**src/rtl/wk_pkg.sv**
```systemverilog
`timescale 1ns/1ps
package wk_pkg;

    typedef enum logic [1:0] {
        WK_OFF       = 2'd0,
        WK_WAIT_FALL = 2'd1,
        WK_COUNT     = 2'd2,
        WK_HELD      = 2'd3
    } wk_state_e;

endpackage

```
**src/rtl/wk_sync_filter.sv**
```systemverilog
`timescale 1ns/1ps
module wk_sync_filter #(
    parameter int SYNC_STAGES = 2
) (
    input  logic clk,
    input  logic rst_n,
    input  logic raw_in,
    output logic level_o,
    output logic rise_o,
    output logic fall_o
);
    localparam int LAST = SYNC_STAGES - 1;

    logic [LAST:0] sync_q;
    logic [1:0]    hist_q;
    logic          lvl_q;
    logic          lvl_d1_q;
    logic          vote;

    // synchronizer chain, idles recessive
    generate
        if (SYNC_STAGES > 1) begin : g_chain
            always_ff @(posedge clk or negedge rst_n) begin
                if (!rst_n) sync_q <= '1;
                else        sync_q <= {sync_q[LAST-1:0], raw_in};
            end
        end else begin : g_single
            always_ff @(posedge clk or negedge rst_n) begin
                if (!rst_n) sync_q <= '1;
                else        sync_q <= raw_in;
            end
        end
    endgenerate

    // two of three samples decide the level
    assign vote = (sync_q[LAST] & hist_q[0]) | (sync_q[LAST] & hist_q[1])
                | (hist_q[0] & hist_q[1]);

    always_ff @(posedge clk or negedge rst_n) begin
        if (!rst_n) begin
            hist_q   <= '1;
            lvl_q    <= 1'b1;
            lvl_d1_q <= 1'b1;
        end else begin
            hist_q   <= {hist_q[0], sync_q[LAST]};
            lvl_q    <= vote;
            lvl_d1_q <= lvl_q;
        end
    end

    assign level_o = lvl_q;
    assign rise_o  = lvl_q & ~lvl_d1_q;
    assign fall_o  = ~lvl_q & lvl_d1_q;
endmodule

```
**src/rtl/wk_dom_timer.sv**
```systemverilog
`timescale 1ns/1ps
module wk_dom_timer #(
    parameter int FILTER_TICKS = 9
) (
    input  logic clk,
    input  logic rst_n,
    input  logic clr,
    input  logic run,
    input  logic tick,
    output logic done_o
);
    localparam int CNT_W = $clog2(FILTER_TICKS + 1);
    localparam logic [CNT_W-1:0] LIMIT = CNT_W'(FILTER_TICKS);

    logic [CNT_W-1:0] cnt_q;

    always_ff @(posedge clk or negedge rst_n) begin
        if (!rst_n)                          cnt_q <= '0;
        else if (clr)                        cnt_q <= '0;
        else if (run && tick && !done_o)     cnt_q <= cnt_q + 1'b1;
    end

    assign done_o = (cnt_q == LIMIT);
endmodule

```
**src/rtl/wk_fsm.sv**
```systemverilog
`timescale 1ns/1ps
module wk_fsm
    import wk_pkg::*;
(
    input  logic clk,
    input  logic rst_n,
    input  logic arm,
    input  logic normal_entry,
    input  logic bus_rise,
    input  logic bus_fall,
    input  logic timer_done,
    output logic timer_clr,
    output logic timer_run,
    output logic wake_strobe,
    output logic wake_flag
);
    wk_state_e state_q, state_d;
    logic      wake_hit;

    always_ff @(posedge clk or negedge rst_n) begin
        if (!rst_n) state_q <= WK_OFF;
        else        state_q <= state_d;
    end

    always_comb begin
        state_d = state_q;
        if (!arm) begin
            state_d = WK_OFF;
        end else begin
            unique case (state_q)
                WK_OFF:       state_d = WK_WAIT_FALL;
                WK_WAIT_FALL: if (bus_fall) state_d = WK_COUNT;
                WK_COUNT: begin
                    if (bus_rise)        state_d = WK_WAIT_FALL;
                    else if (timer_done) state_d = WK_HELD;
                end
                WK_HELD:      if (bus_rise) state_d = WK_WAIT_FALL;
            endcase
        end
    end

    assign wake_hit  = arm && bus_rise &&
                       ((state_q == WK_HELD) || ((state_q == WK_COUNT) && timer_done));
    assign timer_clr = (state_q == WK_OFF) || (state_q == WK_WAIT_FALL);
    assign timer_run = (state_q == WK_COUNT);

    always_ff @(posedge clk or negedge rst_n) begin
        if (!rst_n) begin
            wake_strobe <= 1'b0;
            wake_flag   <= 1'b0;
        end else begin
            wake_strobe <= wake_hit;
            if (normal_entry)  wake_flag <= 1'b0;
            else if (wake_hit) wake_flag <= 1'b1;
        end
    end
endmodule

```
**src/rtl/lin_wake_detect.sv**
```systemverilog
`timescale 1ns/1ps
module lin_wake_detect #(
    parameter int FILTER_TICKS = 9,
    parameter int SYNC_STAGES  = 2
) (
    input  logic clk,
    input  logic rst_n,
    input  logic bus_in,
    input  logic arm,
    input  logic normal_entry,
    input  logic tick,
    output logic wake_strobe,
    output logic wake_flag,
    output logic rx_wake_n
);
    logic lvl, rise, fall;
    logic t_clr, t_run, t_done;

    wk_sync_filter #(.SYNC_STAGES(SYNC_STAGES)) filt_i (
        .clk(clk), .rst_n(rst_n), .raw_in(bus_in),
        .level_o(lvl), .rise_o(rise), .fall_o(fall)
    );

    wk_dom_timer #(.FILTER_TICKS(FILTER_TICKS)) tmr_i (
        .clk(clk), .rst_n(rst_n), .clr(t_clr), .run(t_run),
        .tick(tick), .done_o(t_done)
    );

    wk_fsm fsm_i (
        .clk(clk), .rst_n(rst_n), .arm(arm), .normal_entry(normal_entry),
        .bus_rise(rise), .bus_fall(fall), .timer_done(t_done),
        .timer_clr(t_clr), .timer_run(t_run),
        .wake_strobe(wake_strobe), .wake_flag(wake_flag)
    );

    assign rx_wake_n = ~wake_flag;

    logic unused_lvl;
    assign unused_lvl = lvl;
endmodule

```
**config.mk**
```make
export PLATFORM = sky130hd
export DESIGN_NAME = lin_wake_detect
export DESIGN_NICKNAME = d
export VERILOG_FILES = /design/src/rtl/wk_pkg.sv /design/src/rtl/wk_sync_filter.sv /design/src/rtl/wk_dom_timer.sv /design/src/rtl/wk_fsm.sv /design/src/rtl/lin_wake_detect.sv
export SDC_FILE = /design/constraint.sdc
export NUM_CORES = 1
export LEC_CHECK = 0
export CORE_UTILIZATION = 47
export DETAILED_ROUTE_END_ITERATION = 8
export PLACE_DENSITY = 0.71
export SLEW_MARGIN = 20
export SYNTH_ARGS = -nofsm -noshare
export SYNTH_HDL_FRONTEND = slang
export SYNTH_HIERARCHICAL = 1
export SYNTH_SLANG_ARGS = --single-unit
export TNS_END_PERCENT = 100
```
**constraint.sdc**
```tcl
create_clock -name clk -period 1.5 [get_ports clk]
set_input_delay 0.3 -clock clk [delete_from_list [all_inputs] [get_ports clk]]
set_output_delay 0.3 -clock clk [all_outputs]
set_load 0.02 [all_outputs]
```
==> results of run 1 <==
==> cells in the mapped netlist (2+ instances only) <==
| library cell | n | area, um2 |
|---|---|---|
| nand3_1 | 3 | 15.01 |
| o21ai_0 | 2 | 10.01 |
| inv_1 | 5 | 18.77 |
| dfstp_2 | 6 | 157.7 |
| nor2_1 | 5 | 18.77 |
| ha_1 | 8 | 100.1 |
| or3_1 | 2 | 12.51 |
| a21oi_2 | 2 | 17.52 |
| a21oi_1 | 3 | 15.01 |
| nor2b_1 | 5 | 31.28 |
| dfrtp_1 | 8 | 200.2 |
| nand2_1 | 6 | 22.52 |
==> critical path: stages (launching register included) <==
cell	delay [ps]
dfrtp_1	390
inv_1	70
ha_1	120
and3b_2	230
nor2b_2	60
o211ai_2	260
a21oi_2	90
a21o_1	160
==> metrics by stage <==
step                      std cells  TNS, ps  util, %
after global placement           95        0    62.82
after detailed placement         95   -5.027    62.82
after global routing            100   -55.72    67.12
final                           100        0    67.12
after CTS                        99        0    65.48
after floorplan                  67        0        -
==> final cells by class <==
type                    count  share of cell area (%)
multi-input cells          47                   38.88
clock buffers               4                   3.956
flip-flops and latches     14                   39.02
inverters                   5                   2.046
repair buffers             15                   14.05
well taps                  15                   2.046
==> path summary, 6_finish.rpt <==
kind	startpoint	to
worst max-delay path	tmr_i/cnt_q[1]$_DFFE_PN0P_	fsm_i/state_q[1]$_DFFE_PN0P_
worst min-delay path	rst_n	tmr_i/cnt_q[1]$_DFFE_PN0P_
worst max register to register	tmr_i/cnt_q[1]$_DFFE_PN0P_	fsm_i/state_q[1]$_DFFE_PN0P_
worst min register to register	filt_i/sync_q[0]$_DFF_PN1_	filt_i/sync_q[1]$_DFF_PN1_
max in group asynchronous	rst_n	filt_i/level_o$_DFF_PN1_
min in group clk	filt_i/sync_q[0]$_DFF_PN1_	filt_i/sync_q[1]$_DFF_PN1_
==> placed cells by master, fill, tap and decap left out, types with 2 or more instances in the layout <==
cell	count
clkbuf_4	3
o21ai_0	2
buf_4	7
a21oi_2	2
dfrtp_1	8
nand2_1	5
dfstp_2	6
or3_1	2
inv_1	4
a21oi_1	3
dlygate4sd2_1	3
ha_1	7
nor2_1	5
nor2b_1	4
nor2b_2	2
clkdlybuf4s50_1	5
nand3_1	3
==> kinds of logic after synthesis <==
kind of cell             Yosys count
AND/OR/NAND/NOR                   26
flip-flops                        14
AO/OA/AOI/OAI                     11
adder cells (fa/ha/maj)            9
buffers and inverters              6
multiplexers                       1
==> registers in the layout (all words and copies together), names as in the netlist <==
name and count:
tmr_i/cnt_q 4, filt_i/hist_q 2, filt_i/sync_q 2, fsm_i/state_q 2, filt_i/level_o 1, filt_i/lvl_d1_q 1
fsm_i/wake_flag 1, fsm_i/wake_strobe 1
==> power breakdown <==
part           internal [uW]  leakage, uW  switching [uW]
registers                415     0.000173            23.2
clock network            147    0.0000210             120
logic                    149     0.000224             179
total                    711     0.000418             322
==> what timing repair did <==
action                                  4_1_cts  5_1_grt
hold buffers                                  0        0
hold endpoints to repair                      0        0
gates resized for setup                       5        5
buffers inserted                              0        1
pin swaps                                     0        4
endpoints found under the setup margin        5        5
==> layer usage <==
metal  track usage, %  vias up
li1                 -      258
met1            23.37      238
met2            29.30       11
met3            5.319        4
met4            8.871        0
met5                0        -
==> impl_metrics.json, run 1 <==
{
  "die_x_um": 41.30,
  "clockRootBuffer": "clkbuf_4",
  "grt_pass1_wl_mm": 1.925,
  "grt_pass1_vias": 454,
  "worstSetupPathType": "reg2reg",
  "synthDistinctLibCells": 24,
  "synthXorXnorAreaFrac_pct": 0,
  "synthSimpleGateAreaFrac_pct": 18.79,
  "fin_hold_ws_ps": 326.5,
  "vias": 511,
  "die-area_um2": 1705,
  "status": "completed",
  "maxSlewViolCount": 0,
  "layout.nets": 100,
  "grt_usage_pct": 18.57,
  "synth-seq-cells": 14,
  "num_rows": 13,
  "viasPerCell": 5.110,
  "max-cap-violations": 0,
  "synth_edf_count": 0,
  "portBuffers": 8,
  "totalWireLength_mm": 1.340,
  "rsz0062_at_grt": "yes",
  "synthesis.area_um2": 725.7,
  "finalHoldViolations": 0,
  "design_area_um2": 917.1,
  "clockBufferDepth": 2,
  "cts_buffers": 3,
  "wl_met2_um": 649,
  "max_clock_freq_mhz": 676.4,
  "wl_met3_um": 41,
  "area_growth_pct": 26.38,
  "pin_count": 9,
  "start_util_pct": 53.11,
  "syn_inst": 67,
  "synth_top_family_by_area": "simple AND/OR/NAND/NOR gates",
  "min_period_ps": 1478,
  "wl_per_cell_um": 13.40,
  "ys_seq_area_share_pct": 49.31,
  "tightestPinTransition_ps": 255.6,
  "drive_above_1_share_pct": 35.29,
  "clk_latency_ps": 270,
  "worstPathRequired_ps": 1670,
  "drc": 0,
  "postPlaceCellArea_um2": 858.3,
  "cts_tree": "yes",
  "synthAdderAreaFrac_pct": 15.34,
  "path_clk_slew_ps": 90,
  "cp.arrival_ps": 1650,
  "core-area_um2": 1366,
  "layout_setup_ws_ps": 21.61,
  "ir_drop_mv": 0.9465,
  "ys_warn_count": 6,
  "num-fill-cells": 110,
  "pre_cts_slack_ps": -5.027,
  "synthMuxAreaShare_pct": 1.552,
  "antenna_found_initial": 0,
  "htreeDepth": 1,
  "top_layer": "met4",
  "synth_fp_nets": 81,
  "powerDensity_nw_per_um2": 1125,
  "fin_worst_skew_ps": 7.317,
  "power_leakage_uw": 0.0004183,
  "drtIter0Drc": 11,
  "diodes": 0,
  "seq_area_um2": 357.8,
  "cts.sinks": 14,
  "r2r_slack_ps": 20,
  "dpl.hpwl_mm": 1.004,
  "met1_length_um": 622,
  "avgSynthCellArea_um2": 10.83,
  "synth_compound_area_share_pct": 10.86,
  "finalSetupViolCount": 0,
  "ant_nets": 0,
  "grt_start_max_net_pins": 15,
  "hold_class": "in2async",
  "grt_remaining_overflow": 0,
  "synth_ff_type": "dfrtp_1",
  "finalPower_uw": 1032,
  "maxSlewHeadroom_pct": 82.91,
  "dieHeight_um": 41.30,
  "final.period_utilization_pct": 98.56,
  "reg2reg_depth": 7,
  "gp_congestion": 0.7187,
  "multi_input_area_um2": 356.6,
  "first_pass_iters": 3,
  "startpoint_type": "flip-flop",
  "critPathCaptureType": "flip-flop",
  "cp_max_fo": 5,
  "synthArstFlopShare_pct": 100.0
}
No activity file was read; power rests on OpenSTA's default activity.
==> inputs of run 2 (changes only) <==
--- a/config.mk
+++ b/config.mk
@@ -8,6 +8,7 @@
 export CORE_UTILIZATION = 47
 export DETAILED_ROUTE_END_ITERATION = 8
 export PLACE_DENSITY = 0.71
+export SKIP_CTS_REPAIR_TIMING = 1
 export SLEW_MARGIN = 20
 export SYNTH_ARGS = -nofsm -noshare
 export SYNTH_HDL_FRONTEND = slang
==> run 2 against run 1 <==
Net effect:
- global-route usage did not move
- clock-buffer cell count stayed put
- via count down 0.20%
- critical path type unchanged
- largest power group unchanged
- highest routed layer unchanged
==> impl_metrics.json, run 2 (synthesis results as in run 1) <==
{
  "status": "completed",
  "num-fill-cells": 107,
  "antenna_found_initial": 0,
  "rsz0062_at_grt": "yes",
  "grt_usage_pct": 18.57,
  "finalHoldViolations": 0,
  "grt_pass1_vias": 454,
  "area_growth_pct": 27.24,
  "fin_cells": 100,
  "finish.utilization_pct": 67.58,
  "vias": 510,
  "startpoint_type": "flip-flop",
  "hold_class": "in2async",
  "totalWireLength_mm": 1.352,
  "power_switching_uw": 319.0,
  "maxSlewHeadroom_pct": 82.91,
  "layout.nets": 100,
  "clockRootBuffer": "clkbuf_4",
  "gp_congestion": 0.7187,
  "top_register": "tmr_i/cnt_q",
  "viasPerCell": 5.100,
  "dpl.hpwl_mm": 1.004,
  "final_cell_mix": "dfrtp_1 (8), ha_1 (7), buf_4 (7)",
  "intPower_uw": 698.7,
  "drive_above_1_share_pct": 34.12,
  "fin_hold_ws_ps": 326.0,
  "cp_slowest_cell": "dfrtp_1",
  "finalPower_uw": 1018,
  "pin_count": 9,
  "tightestPinTransition_ps": 255.6,
  "fin_worst_skew_ps": 7.813,
  "worstPathRequired_ps": 1670,
  "path_clk_slew_ps": 90,
  "worstSetupPathType": "reg2reg",
  "min_period_ps": 1476,
  "critPathCaptureType": "flip-flop",
  "max_clock_freq_mhz": 677.5,
  "powerDensity_nw_per_um2": 1102,
  "cpPeakStageDelay_ps": 400,
  "grt_pass1_wl_mm": 1.925,
  "cp.arrival_ps": 1650,
  "htreeDepth": 1,
  "grt_remaining_overflow": 0,
  "grt_start_max_net_pins": 15,
  "finalSetupViolCount": 0,
  "ir_drop_mv": 0.8835,
  "drtIter0Drc": 12,
  "diodes": 0,
  "power_leakage_uw": 0.0004459,
  "cts.sinks": 14,
  "crit_chain": "inv_1 > ha_1 > and3b_2 > nor2b_2 > o211ai_2 > a21oi_2 > a21o_1",
  "start_util_pct": 53.11,
  "wl_per_cell_um": 13.52,
  "max-cap-violations": 0,
  "drc": 0,
  "critPathBufInv": 1,
  "maxSlewViolCount": 0,
  "setup_tns_ps": 0,
  "final_common_cell": "dfrtp_1",
  "final.period_utilization_pct": 98.40,
  "cts_buffers": 3,
  "crit_family": "compound AO/OA/AOI/OAI gates",
  "dieHeight_um": 41.30,
  "core-area_um2": 1366,
  "cp_max_fo": 5,
  "dp.cells": 95,
  "first_pass_iters": 3,
  "p_comb_share_pct": 30.6,
  "cts_tree": "yes",
  "p_clk_share_pct": 26.3,
  "die-area_um2": 1705,
  "swShare_pct": 31.35,
  "portBuffers": 8,
  "seq_power_share_pct": 43.0,
  "clk_latency_ps": 270,
  "clockBufferDepth": 2,
  "ant_nets": 0,
  "die_x_um": 41.30,
  "num_rows": 13,
  "largest_reg_flops": 4
}
[run 2: routing by layer]
layer,up-vias,part of all wire [%],wire [um],track usage [%]
met4,0,2.0,27,8.871
met1,238,46,624,23.37
met3,4,3.3,44,5.319
met5,-,0,0,0
met2,11,49,656,29.30
li1,257,-,-,-
[run 2: path summary, 6_finish.rpt]
kind / slack, ps / to / depth (start not counted) / startpoint
min reg2reg: 360 / filt_i/sync_q[1]$_DFF_PN1_ / 0 / filt_i/sync_q[0]$_DFF_PN1_
max in group asynchronous: 930 / filt_i/level_o$_DFF_PN1_ / 2 / rst_n
max reg2reg: 20 / fsm_i/state_q[1]$_DFFE_PN0P_ / 7 / tmr_i/cnt_q[1]$_DFFE_PN0P_
min in group clk: 360 / filt_i/sync_q[1]$_DFF_PN1_ / 0 / filt_i/sync_q[0]$_DFF_PN1_
min: 330 / tmr_i/cnt_q[1]$_DFFE_PN0P_ / 2 / rst_n
max: 20 / fsm_i/state_q[1]$_DFFE_PN0P_ / 7 / tmr_i/cnt_q[1]$_DFFE_PN0P_
[run 2: area by class of cell]
type / count / area, um2 / area share (%)
sequential: 14 / 357.8 / 38.75
inverter: 5 / 18.77 / 2.033
clock buffer: 4 / 36.28 / 3.930
tap: 15 / 18.77 / 2.033
multi-input combinational: 47 / 351.6 / 38.08
timing repair buffer: 15 / 140.1 / 15.18
[run 2: stage by stage]
stage                     worst slack (ps)  cell area, um2
final                                24.06           923.4
after floorplan                      80.15           725.7
after global placement               25.86           858.3
after detailed placement            -5.027           858.3
after global routing                -55.18           923.4
after CTS                           -137.0           894.6
[run 2: power groups by stage]
stage | Clock, uW | Combinational, uW | Sequential, uW
2_1_floorplan | 0 | 181 | 446
3_3_place_gp | 0 | 293 | 440
3_5_place_dp | 0 | 306 | 441
4_1_cts | 274 | 307 | 435
5_1_grt | 295 | 341 | 443
6_report | 268 | 312 | 438
[run 2: worst register-to-register path, stage by stage, from the launching register on]
cell      delay (ps)
dfrtp_1          400
inv_1             60
ha_1             120
and3b_2          230
nor2b_2           60
o211ai_2         260
a21oi_2           90
a21o_1           160
